$ cat config.mk
export PLATFORM = sky130hd
export DESIGN_NAME = hit_time_store
export DESIGN_NICKNAME = d
export VERILOG_FILES = /design/src/rtl/hts_pkg.sv /design/src/rtl/hts_pick.sv /design/src/rtl/hts_slot.sv /design/src/rtl/hit_time_store.sv
export SDC_FILE = /design/constraint.sdc
export NUM_CORES = 1
export LEC_CHECK = 0
export BUFFER_PORTS_ARGS = -buffer_cell sky130_fd_sc_hd__buf_2
export CAP_MARGIN = 25
export CORE_MARGIN = 8
export CORE_UTILIZATION = 55
export DETAILED_ROUTE_END_ITERATION = 10
export PLACE_DENSITY = 0.82
export SLEW_MARGIN = 20
export SYNTH_ARGS = -nofsm -noshare
export SYNTH_HDL_FRONTEND = slang
export SYNTH_SLANG_ARGS = --single-unit
$ cat constraint.sdc
create_clock -name clk -period 2.41 [get_ports clk]
set_clock_uncertainty 0.2 [all_clocks]
set_input_delay 0.1205 -clock clk [delete_from_list [all_inputs] [get_ports clk]]
set_output_delay 0.1205 -clock clk [all_outputs]
set_load 0.005 [all_outputs]
$ cat src/rtl/hts_pkg.sv
package hts_pkg;

  // Reduce a value to the low tw bits (tw <= 16).
  function automatic logic [15:0] hts_wrap(input logic [15:0] v, input int tw);
    return 16'(({16'd0, v}) & ((32'd1 << tw) - 32'd1));
  endfunction

  // Crossings elapsed since a stamp, modulo the counter range.
  function automatic logic [15:0] hts_age(input logic [15:0] now, input logic [15:0] stamp,
                                          input int tw);
    return hts_wrap(now - stamp, tw);
  endfunction

  // Crossing that a trigger seen now refers to.
  function automatic logic [15:0] hts_target(input logic [15:0] now, input int lat, input int tw);
    return hts_wrap(now - 16'(lat), tw);
  endfunction

endpackage

$ cat src/rtl/hts_pick.sv
module hts_pick #(
  parameter int N = 16
) (
  input  logic [N-1:0] free_i,
  output logic [N-1:0] grant_o
);
  // Lowest free slot wins; the downward loop lets lower indices overwrite.
  always_comb begin
    grant_o = '0;
    for (int i = N - 1; i >= 0; i--) begin
      if (free_i[i]) grant_o = N'(1) << i;
    end
  end
endmodule

$ cat src/rtl/hts_slot.sv
module hts_slot
  import hts_pkg::*;
#(
  parameter int TW  = 8,
  parameter int LAT = 120
) (
  input  logic          clk,
  input  logic          rst_n,
  input  logic          wr_en_i,
  input  logic [TW-1:0] now_i,
  input  logic [15:0]   tgt_i,
  input  logic          l1_i,
  input  logic          take_i,
  output logic          valid_o,
  output logic          match_o
);
  logic          valid_q, mark_q;
  logic [TW-1:0] stamp_q;
  logic [15:0]   age_w;
  logic          stale_w;

  assign age_w   = hts_age(16'(now_i), 16'(stamp_q), TW);
  assign stale_w = valid_q && !mark_q && (age_w > 16'(LAT));
  assign match_o = valid_q && !mark_q && l1_i && (16'(stamp_q) == tgt_i);
  assign valid_o = valid_q;

  always_ff @(posedge clk) begin
    if (!rst_n) begin
      valid_q <= 1'b0;
      mark_q  <= 1'b0;
      stamp_q <= '0;
    end else if (wr_en_i) begin
      valid_q <= 1'b1;
      mark_q  <= 1'b0;
      stamp_q <= now_i;
    end else if (stale_w || (take_i && mark_q)) begin
      valid_q <= 1'b0;
      mark_q  <= 1'b0;
    end else if (match_o) begin
      mark_q  <= 1'b1;
    end
  end

  // an aged-out entry is gone one edge later
  a_r5_stale_freed: assert property (@(posedge clk) disable iff (!rst_n)
    stale_w |=> !valid_q);
  // a marked entry survives until the acknowledge takes it
  a_r7_marked_kept: assert property (@(posedge clk) disable iff (!rst_n)
    (mark_q && !take_i) |=> valid_q);
endmodule

$ cat src/rtl/hit_time_store.sv
module hit_time_store
  import hts_pkg::*;
#(
  parameter int TW    = 8,
  parameter int LAT   = 120,
  parameter int DEPTH = 16
) (
  input  logic          clk,
  input  logic          rst_n,
  input  logic          hit_i,
  input  logic [TW-1:0] time_i,
  input  logic          l1_i,
  input  logic          rd_ack_i,
  output logic          sel_o,
  output logic          ovf_o
);
  logic [DEPTH-1:0] slot_valid, slot_match, wr_grant;
  logic [15:0]      l1_tgt;
  logic             store_full, hit_drop, hit_write, match_any, ack_take;
  logic             sel_q, ovf_q;

  assign l1_tgt     = hts_target(16'(time_i), LAT, TW);
  assign store_full = &slot_valid;
  assign hit_drop   = hit_i && store_full;
  assign hit_write  = hit_i && !store_full;
  assign match_any  = |slot_match;
  assign ack_take   = rd_ack_i && sel_q;

  hts_pick #(.N(DEPTH)) pick_i (
    .free_i (~slot_valid),
    .grant_o(wr_grant)
  );

  for (genvar g = 0; g < DEPTH; g++) begin : g_slot
    hts_slot #(.TW(TW), .LAT(LAT)) slot_i (
      .clk    (clk),
      .rst_n  (rst_n),
      .wr_en_i(hit_write && wr_grant[g]),
      .now_i  (time_i),
      .tgt_i  (l1_tgt),
      .l1_i   (l1_i),
      .take_i (ack_take),
      .valid_o(slot_valid[g]),
      .match_o(slot_match[g])
    );
  end

  always_ff @(posedge clk) begin
    if (!rst_n) begin
      sel_q <= 1'b0;
      ovf_q <= 1'b0;
    end else begin
      if (match_any)     sel_q <= 1'b1;
      else if (ack_take) sel_q <= 1'b0;
      if (hit_drop)      ovf_q <= 1'b1;
    end
  end

  assign sel_o = sel_q;
  assign ovf_o = ovf_q;

  // a match raises the selection on the next edge
  a_r2_match_selects: assert property (@(posedge clk) disable iff (!rst_n)
    match_any |=> sel_o);
  // the selection only rises after a trigger
  a_r3_rise_needs_l1: assert property (@(posedge clk) disable iff (!rst_n)
    $rose(sel_o) |-> $past(l1_i));
  // a lost hit raises the overflow flag
  a_r6_drop_flags: assert property (@(posedge clk) disable iff (!rst_n)
    hit_drop |=> ovf_o);
  // overflow is sticky
  a_r6_ovf_sticky: assert property (@(posedge clk) disable iff (!rst_n)
    ovf_o |=> ovf_o);
  // at most one slot is filled per cycle
  a_r6_one_write_per_cycle: assert property (@(posedge clk) disable iff (!rst_n)
    $countones(slot_valid) <= $past($countones(slot_valid)) + 1);
  // an acknowledge without a new match drops the selection
  a_r7_ack_clears: assert property (@(posedge clk) disable iff (!rst_n)
    (sel_o && rd_ack_i && !match_any) |=> !sel_o);
endmodule

==> results.tsv, run 1 <==
metric	value	unit
status	finished with violations	
violations	setup timing	
ant_nets	0	
hold_depth	4	
crit_start	g_slot[2].slot_i.stamp_q[2]	
yosys_warnings	0	
syn_inst	1487	
wl	39600	µm
critPathCaptureType	flip-flop	
drv_cap	0	
synth-main-ff-cell	dfxtp_1	
dp.cells	1917	
cts_inserted_buffers	17	
tightest_slew	582	ps
hp-class	input pin to flip-flop	
cts_tree	done	
syn-num-nets	1629	
relSlewSlack	61.1	%
clk_pin_slew	60	ps
finalNonFillerCells	1968	
p_per_area	457	nW/µm²
crit_arrival	2740	ps
drc	0	
dieHeight	164	µm
fin_ws	-205	ps
max-vdd-ir-drop	0.286	mV
fmax	382	MHz
rrSetupSlack	-210	ps
wl_per_cell	20.1	µm
cts_num_sinks	162	
antenna_found_initial	0	
hold_start	time_i[3]	
drtIter0Drc	1224	
finalCriticalPeriod	2620	ps
fp.dieArea	27000	µm²
slew_violations	0	
ys_seq_area_share	26.8	%
grt.total_usage	26.6	%
via_per_inst	6.20	
coreArea	21800	µm²
nFillCells	1462	
postSynth.asyncResetShare	0	%
wl_met3	3150	µm
path_common_cell	nand4_1	
wl_met1	15200	µm
cp_slowest_cell	o41a_1	
final_nets	1817	
port_buffers	14	
firstDrtPassIters	6	
grt.overflow.total	0	
antennaDiodeCount	0	
ctsHtreeMaxLevel	4	
setup_violations	20	
die_w	164	µm
fin_crit_sh	109	%
rr_startpoint	g_slot[2].slot_i.stamp_q[2]	
layout-drive-gt1-share	22.3	%
p_leak	5.81	nW
worstPathCellList	inv_1, ha_1, nand4_1, nor4_1, and4_1, nor4_4, nand4_1, o41a_1	
start_util	55.7	%
cp.required	2530	ps
crit_buf_inv	1	
path_max_fanout	4	
reg2reg_depth	8	
synth.cell_area	12100	µm²
reg2reg_to	sel_o	
yosys_register_bits	162	
wl_met2	18800	µm
finalHoldViolCount	0	
post_dp_cell_area	14000	µm²
design_area	15300	µm²
grt_pass1_wl	57800	µm
io_pins	15	
cts_buffer_depth	2	
maxUsedRoutingLayer	met4	
path_class	flip-flop to flip-flop	
dr_total_vias	12200	
worst_path_largest_cell_delay	460	ps
clock_latency	450	ps
dpl.hpwl	25600	µm
gp_congestion	0.895	
synth-edff-count	0	
cts_root_buffer	clkbuf_16	
grt_max_degree	75	
grt_pass1_vias	11900	
syn2layout_area_growth	26.2	%
grt_setup_unrepaired	yes	
crit_family	simple AND/OR/NAND/NOR gates	
worst_setup_path_start_kind	flip-flop	
finalSetupTns	-1580	ps
min_to	g_slot[15].slot_i.stamp_q[3]	
ys_types	79	
placementRows	54	
syn_avg_cell_area	8.15	µm²
timing.hold.ws	25.3	ps
## worst max path at each step
stage                                   end  slack [ps]  cells past startpoint
4_1_cts        g_slot[13].slot_i.stamp_q[7]         -70                      8
3_3_place_gp                          sel_o        -250                     13
3_5_place_dp      g_slot[15].slot_i.valid_o        -320                     11
6_report                              sel_o        -210                      8
5_1_grt            g_slot[13].slot_i.mark_q        -280                     10
2_1_floorplan      g_slot[2].slot_i.valid_o         -10                     11
## cells in the mapped netlist (4+ instances only)
master | n | area (µm²)
a21boi_0 | 4 | 30.0
or4_1 | 5 | 37.5
inv_2 | 4 | 15.0
clkbuf_1 | 40 | 150
nand3b_1 | 10 | 75.1
o21bai_1 | 5 | 37.5
nor3_1 | 25 | 125
o211ai_1 | 14 | 105
buf_2 | 9 | 45.0
nor2b_1 | 24 | 150
a211oi_1 | 12 | 90.1
fa_1 | 16 | 320
a31oi_1 | 13 | 81.3
inv_1 | 145 | 544
o21a_1 | 8 | 60.1
a22o_1 | 9 | 78.8
a2111oi_0 | 4 | 35.0
nand3_1 | 28 | 140
nor2_1 | 108 | 405
or3_1 | 19 | 119
nor4_1 | 19 | 119
a21oi_1 | 104 | 521
nand2_1 | 162 | 608
nor3b_1 | 16 | 120
xnor2_1 | 88 | 771
nand2b_1 | 17 | 106
xor2_1 | 59 | 517
dfxtp_1 | 162 | 3240
nand4_1 | 19 | 119
o21ai_0 | 43 | 215
a21o_1 | 13 | 97.6
and2_1 | 5 | 31.3
a311oi_1 | 5 | 43.8
o221ai_1 | 6 | 52.6
mux2i_1 | 76 | 761
ha_1 | 113 | 1410
## where the power goes
part	internal, mW	switching [mW]
registers	2.70	0.0193
clock network	1.52	1.20
logic	0.695	0.867
## per-layer routing
layer,vias up,GRT usage (%)
met3,210,4.24
met5,-,0
li1,5540,-
met4,0,14.4
met1,5803,31.4
met2,644,45.6
## flip-flops by register name, indices dropped and copies added, names as in the netlist
name and cells:
ovf_o 1, sel_o 1, g_slot.slot_i.valid_o 16, g_slot.slot_i.stamp_q 128, g_slot.slot_i.mark_q 16
## cells by family (layout without fill, tap and decap cells)
group / Yosys count / after routing / share of synthesized area (%)
multiplexers: 77 / 77 / 6.37
AND/OR/NAND/NOR: 490 / 491 / 20.4
AO/OA/AOI/OAI: 275 / 275 / 14.6
buffers and inverters: 204 / 404 / 6.56
flip-flops: 162 / 162 / 26.8
adder cells (fa/ha/maj): 129 / 129 / 14.3
XOR/XNOR: 150 / 150 / 11.0
## placed cells by master, fill, tap and decap left out, types with 16 or more instances in the layout
cell       instances
buf_4            169
nand2_1          154
dfxtp_1          151
inv_1            139
nor2_1           108
ha_1             105
a21oi_1           87
xnor2_1           87
mux2i_1           74
xor2_1            59
o21ai_0           32
nand3_1           28
nor3_1            23
buf_12            22
nor2b_1           20
nand4_1           19
or3_1             18
nand2b_1          17
a21oi_2           17
clkbuf_16         17
nor4_1            16
## worst min-delay path, stage by stage
cell and delay (ps):
buf_2 100, buf_4 220, mux2i_1 100, nor2_1 80
## timing repair
action                                  4_1_cts  5_1_grt
hold buffers                                  8        0
buffers inserted                              2        7
pin swaps                                    11       58
gates resized for setup                      31      117
cloned                                        0        2
endpoints found under the setup margin       63       88
hold endpoints to repair                     28        0
## stage by stage
step | setup WS [ps] | total power [mW] | utilization, %
after floorplan | -11.1 | 3.60 | -
after global placement | -254 | 4.11 | 64.5
after detailed placement | -323 | 4.17 | 64.5
after CTS | -73.6 | 6.86 | 68.0
after global routing | -277 | 7.21 | 70.3
final | -205 | 7.00 | 70.3
## layout make-up
cell class / count / area, µm² / share of cell area (%)
Multi-Input combinational cell: 1122 / 8580 / 56.1
Inverter: 149 / 568 / 3.71
Sequential cell: 162 / 3260 / 21.3
Clock inverter: 14 / 140 / 0.916
Clock buffer: 18 / 429 / 2.81
Tap cell: 280 / 350 / 2.29
Timing Repair Buffer: 223 / 1970 / 12.9
Note: power is estimated with default switching activity, not from simulation.
==> run 2: changes to the inputs <==
--- a/config.mk
+++ b/config.mk
@@ -10,5 +10,5 @@
 export CORE_MARGIN = 8
-export CORE_UTILIZATION = 55
+export CORE_UTILIZATION = 59
 export DETAILED_ROUTE_END_ITERATION = 10
-export PLACE_DENSITY = 0.82
+export PLACE_DENSITY = 0.86
 export SLEW_MARGIN = 20
==> constraint.sdc (replaced) <==
create_clock -name clk -period 2.41 [get_ports clk]
set_clock_uncertainty 0.2 [all_clocks]
set_input_delay 0 -clock clk [delete_from_list [all_inputs] [get_ports clk]]
set_output_delay 0 -clock clk [all_outputs]
set_load 0.005 [all_outputs]
==> run 2 against run 1 <==
Net effect:
- the run still ends with setup timing left
- global-route usage is 1.5 points higher
- total power decreased by 4.8%
- die area fell by 6.1%
- critical endpoint is now g_slot[13].slot_i.stamp_q[0]
- critical path depth stayed put
- flip-flop and latch count unchanged
- fmax grew 0.76%
- sequential share of layout area rose by 0.59 points
- worst hold slack lost 14 ps
- largest cell class unchanged
==> results.tsv, run 2 (synthesized netlist as in run 1, its figures left out) <==
metric	value	unit
status	finished with violations	
violations	setup timing	
combPwrFrac	22.7	%
tightest_slew	896	ps
max-vdd-ir-drop	0.425	mV
nFillCells	1254	
hp-class	input pin to flip-flop	
io_pins	15	
fp.dieArea	25400	µm²
cts_inserted_buffers	17	
die_w	159	µm
drc	0	
worst_path_largest_cell_delay	480	ps
p_per_area	448	nW/µm²
setup_violations	34	
cts_root_buffer	clkbuf_16	
top_register	g_slot.slot_i.stamp_q	
rrSetupSlack	-190	ps
path_max_fanout	5	
dr_total_vias	12200	
cts_buffer_depth	2	
grt_pass1_vias	12000	
wl_per_cell	20.8	µm
antennaDiodeCount	0	
worstPathCellList	inv_2, nor4_4, nand4_2, or3_4, or4_4, buf_12, mux2i_1, nor2_1	
post_dp_cell_area	13500	µm²
syn2layout_area_growth	22.7	%
path_class	flip-flop to flip-flop	
drv_cap	0	
firstDrtPassIters	6	
port_buffers	14	
dp.cells	1857	
p_leak	5.54	nW
clock_power_share	36.5	%
clock_latency	430	ps
switching_power	1.99	mW
grt_setup_unrepaired	yes	
seq_power_share	40.8	%
crit_buf_inv	2	
fmax	385	MHz
placementRows	52	
slew_violations	0	
dpl.hpwl	24300	µm
finalHoldViolCount	0	
fin_ws	-186	ps
largest_reg_flops	128	
wl	39800	µm
critPathCaptureType	flip-flop	
crit_family	simple AND/OR/NAND/NOR gates	
layout-drive-gt1-share	19.4	%
via_per_inst	6.36	
cp.required	2510	ps
dieHeight	159	µm
grt.total_usage	28.1	%
timing.hold.ws	11.0	ps
finalNonFillerCells	1913	
gp_congestion	0.894	
grt.overflow.total	0	
final_cell_mix	nand2_1, dfxtp_1, inv_1	
drtIter0Drc	1113	
fin_crit_sh	108	%
antenna_found_initial	0	
finalCriticalPeriod	2600	ps
cts_num_sinks	162	
p_total	6.66	mW
ant_nets	0	
utilization	73.7	%
relSlewSlack	40.1	%
crit_arrival	2700	ps
cts_tree	done	
p_int	4.68	mW
p_sw_share	29.8	%
ctsHtreeMaxLevel	4	
cp_slowest_cell	or4_4	
worst_setup_path_start_kind	flip-flop	
grt_max_degree	37	
layout_commonest_cell	nand2_1	
final_nets	1777	
design_area	14900	µm²
grt_pass1_wl	58700	µm
coreArea	20200	µm²
start_util	60.1	%
clk_pin_slew	60	ps
-- run 2: repair_timing --
| item | CTS | global route |
|---|---|---|
| hold buffers | 20 | 2 |
| hold endpoints to repair | 103 | 3 |
| setup buffers | 3 | 3 |
| gates cloned | 0 | 3 |
| resized for setup | 33 | 109 |
| endpoints found under the setup margin | 33 | 71 |
| pin swaps | 16 | 45 |
-- run 2: worst paths after layout --
| path | startpoint | cells past startpoint | end |
|---|---|---|---|
| min reg2reg | g_slot[9].slot_i.stamp_q[1] | 2 | g_slot[9].slot_i.stamp_q[1] |
| min | time_i[2] | 5 | g_slot[1].slot_i.stamp_q[2] |
| max | g_slot[5].slot_i.valid_o | 8 | g_slot[13].slot_i.stamp_q[0] |
| max reg2reg | g_slot[5].slot_i.valid_o | 8 | g_slot[13].slot_i.stamp_q[0] |
-- run 2: area by class of cell --
| type | instances | area [µm²] | area share, % |
|---|---|---|---|
| Clock buffer | 21 | 460 | 3.10 |
| Clock inverter | 6 | 37.5 | 0.252 |
| Inverter | 149 | 566 | 3.80 |
| Multi-Input combinational cell | 1123 | 8620 | 58.0 |
| Sequential cell | 162 | 3250 | 21.9 |
| Tap cell | 270 | 338 | 2.27 |
| Timing Repair Buffer | 182 | 1590 | 10.7 |
-- run 2: worst min-delay path: stages --
cell	delay [ps]
buf_2	160
buf_12	170
buf_4	130
mux2i_1	60
nor2_1	70
-- run 2: per-stage QoR --
step | setup slack, ps | TNS (ps)
floorplan | -19.3 | -19.3
global placement | -156 | -805
detailed placement | -224 | -3370
CTS | -65.1 | -128
global route | -321 | -4570
finish | -186 | -2820
-- run 2: power by group through the flow --
stage / clock network, mW / registers, mW / logic, mW
5_1_grt: 2.56 / 2.72 / 1.60
2_1_floorplan: 0 / 2.77 / 0.828
3_3_place_gp: 0 / 2.78 / 1.24
3_5_place_dp: 0 / 2.78 / 1.29
6_report: 2.43 / 2.72 / 1.51
4_1_cts: 2.43 / 2.72 / 1.37
-- run 2: routing by layer --
metal,track usage (%),share of wire (%),vias to the layer above
li1,-,-,5450
met1,31.5,36,5719
met2,48.1,47,714
met3,6.18,9.0,284
met4,17.1,7.4,0
met5,0,0,-
==> run 3: changes to the inputs <==
SYNTH_HIERARCHICAL = 1   (was unset)
==> run 3 against run 2 <==
Net effect:
- design area increased by 8.1%
- combinational power increased by 3%
- flip-flop and latch count unchanged
- register-to-register slack improved by 170 ps
- cell count increased by 9.1%
- critical endpoint is now g_slot[11].slot_i/stamp_q[3]
- global-route usage decreased by 1.5 points
- highest routed layer unchanged
- total power increased by 5.9%
- the run still ends with setup timing left
==> results.tsv, run 3 <==
metric	value	unit
post_dp_cell_area	15000	µm²
hold_start	time_i[0]	
hold_depth	4	
final_cell_mix	xnor2_1, inv_1, nor2_1	
fin_ws	-19.2	ps
ant_nets	0	
drtIter0Drc	1433	
rr_startpoint	g_slot[8].slot_i/valid_o	
tightest_slew	849	ps
coreArea	22500	µm²
yosys_register_bits	162	
register_area	3270	µm²
syn_avg_cell_area	8.67	µm²
yosys-top-cells-count	xnor2_1, dfxtp_1, inv_1, nor2_1, mux2i_1	
cp_slowest_cell	or4b_2	
cts_inserted_buffers	17	
grt.overflow.total	0	
path_class	flip-flop to flip-flop	
placementRows	55	
cts_buffer_depth	2	
place_ws	-154	ps
largest_reg_flops	128	
p_per_area	439	nW/µm²
dpl.hpwl	26300	µm
reg2reg_to	g_slot[11].slot_i/stamp_q[3]	
worstPathCellList	inv_1, or4b_2, nor3_1, and2_1, buf_12, mux2i_1, nor2_1	
worst_path_largest_cell_delay	630	ps
grt_pass1_wl	61300	µm
multi_input_area	10100	µm²
dp.cells	2031	
drc	0	
synth.cell_area	13400	µm²
critPathCaptureType	flip-flop	
yosys-top-cells-area	dfxtp_1, xnor2_1, ha_1	
synth-edff-count	0	
status	finished with violations	
synth-main-ff-cell	dfxtp_1	
crit_arrival	2530	ps
slew_violations	0	
firstDrtPassIters	6	
finalHoldViolCount	0	
setup_violations	1	
cts_num_sinks	162	
dieHeight	167	µm
cp.required	2510	ps
finalCriticalPeriod	2430	ps
min_to	g_slot[15].slot_i/stamp_q[0]	
clock_latency	440	ps
cts_tree	done	
hp-class	input pin to flip-flop	
ys_types	65	
layout-drive-gt1-share	15.8	%
ys_seq_area_share	24.2	%
reg2reg_depth	7	
via_per_inst	6.15	
syn_inst	1548	
max-vdd-ir-drop	0.347	mV
port_buffers	14	
wl_per_cell	19.3	µm
fmax	412	MHz
utilization	71.4	%
syn2layout_area_growth	19.7	%
yosysMostFrequentCell	xnor2_1	
fp.dieArea	27800	µm²
io_pins	15	
die_w	167	µm
grt.total_usage	26.7	%
drv_cap	0	
gp_congestion	0.933	
fin_crit_sh	101	%
final_nets	1931	
antenna_found_initial	0	
path_max_fanout	10	
top_register	g_slot.slot_i/stamp_q	
worst_setup_path_start_kind	flip-flop	
antennaDiodeCount	0	
ctsHtreeMaxLevel	4	
grt_pass1_vias	12400	
clk_pin_slew	70	ps
nFillCells	1460	
cts_root_buffer	clkbuf_16	
finalSetupTns	-19.2	ps
start_util	59.6	%
design_area	16100	µm²
violations	setup timing	
grt_max_degree	36	
postSynth.asyncResetShare	0	%
yosysTopAreaCellShare	24.2	%
relSlewSlack	43.4	%
rrSetupSlack	-20	ps
finalNonFillerCells	2087	
wl	40300	µm
p_leak	5.75	nW
dr_total_vias	12800	
yosysTopAreaCell	dfxtp_1	
layout_commonest_cell	xnor2_1	
yosys_warnings	6	
-- run 3: cell types whose count changed after synthesis, sizes merged, moves of 32 or more --
cell,before,now
nand2,162,24
xnor2,89,181
mux2i,76,133
nor2,109,151
clkbuf,40,1
nand4,20,53
xor2,61,29
-- run 3: stage by stage --
stage / hold WS (ps) / total power [mW]
4_1_cts: 7.61 / 6.94
5_1_grt: 43.1 / 7.27
3_5_place_dp: 106 / 4.17
6_report: 23.3 / 7.05
2_1_floorplan: -82.5 / 3.70
3_3_place_gp: 81.6 / 4.12
-- run 3: repair_timing --
action,CTS,global route
hold buffers,16,0
gates resized for setup,8,59
hold endpoints to repair,97,0
endpoints found under the setup margin,154,96
pin swaps,0,23
cloned,0,2
buffers inserted,0,6
-- run 3: cells by family (layout without fill, tap and decap cells) --
| group | after synthesis | count (layout) | share of synthesized area (%) |
|---|---|---|---|
| multiplexers | 133 | 133 | 9.92 |
| AO/OA/AOI/OAI | 238 | 239 | 12.9 |
| XOR/XNOR | 210 | 210 | 13.7 |
| AND/OR/NAND/NOR | 480 | 480 | 20.5 |
| flip-flops | 162 | 162 | 24.2 |
| buffers and inverters | 195 | 321 | 5.93 |
| adder cells (fa/ha/maj) | 129 | 129 | 12.9 |
| other | 1 | 128 | 0.0279 |
-- run 3: worst max-delay path by stage --
| stage | startpoint | to | depth (start not counted) |
|---|---|---|---|
| CTS | g_slot[11].slot_i/stamp_q[0] | g_slot[11].slot_i/mark_q | 8 |
| detailed placement | g_slot[6].slot_i/valid_o | g_slot[10].slot_i/stamp_q[7] | 7 |
| floorplan | g_slot[0].slot_i/valid_o | g_slot[14].slot_i/stamp_q[0] | 8 |
| global placement | time_i[3] | sel_o | 12 |
| global route | g_slot[6].slot_i/stamp_q[0] | g_slot[6].slot_i/mark_q | 8 |
| finish | g_slot[8].slot_i/valid_o | g_slot[11].slot_i/stamp_q[3] | 7 |
-- run 3: area by class of cell --
class	instances	share of cell area, %
Clock buffer	18	2.73
Clock inverter	14	0.966
Inverter	175	4.09
Multi-Input combinational cell	1319	62.9
Sequential cell	162	20.3
Tap cell	285	2.22
Timing Repair Buffer	114	6.76
-- run 3: layer usage --
metal	GRT usage, %	vias up	part of all wire (%)
met5	0	-	0
met4	14.5	0	5.2
met3	4.40	185	8.3
met2	44.2	665	46
met1	32.6	6139	40
li1	-	5837	-
-- run 3: critical path: cells and delay by family, from the launching register on --
family	cells	cell delay, ps
and+or+nand+nor	4	1090
buffers and inverters	2	320
muxes	1	220
DFF	1	460
-- run 3: power by group --
group / switching (mW) / internal, mW / total, mW
combinational: 0.919 / 0.632 / 1.55
sequential: 0.0210 / 2.70 / 2.72
clock: 1.22 / 1.57 / 2.79
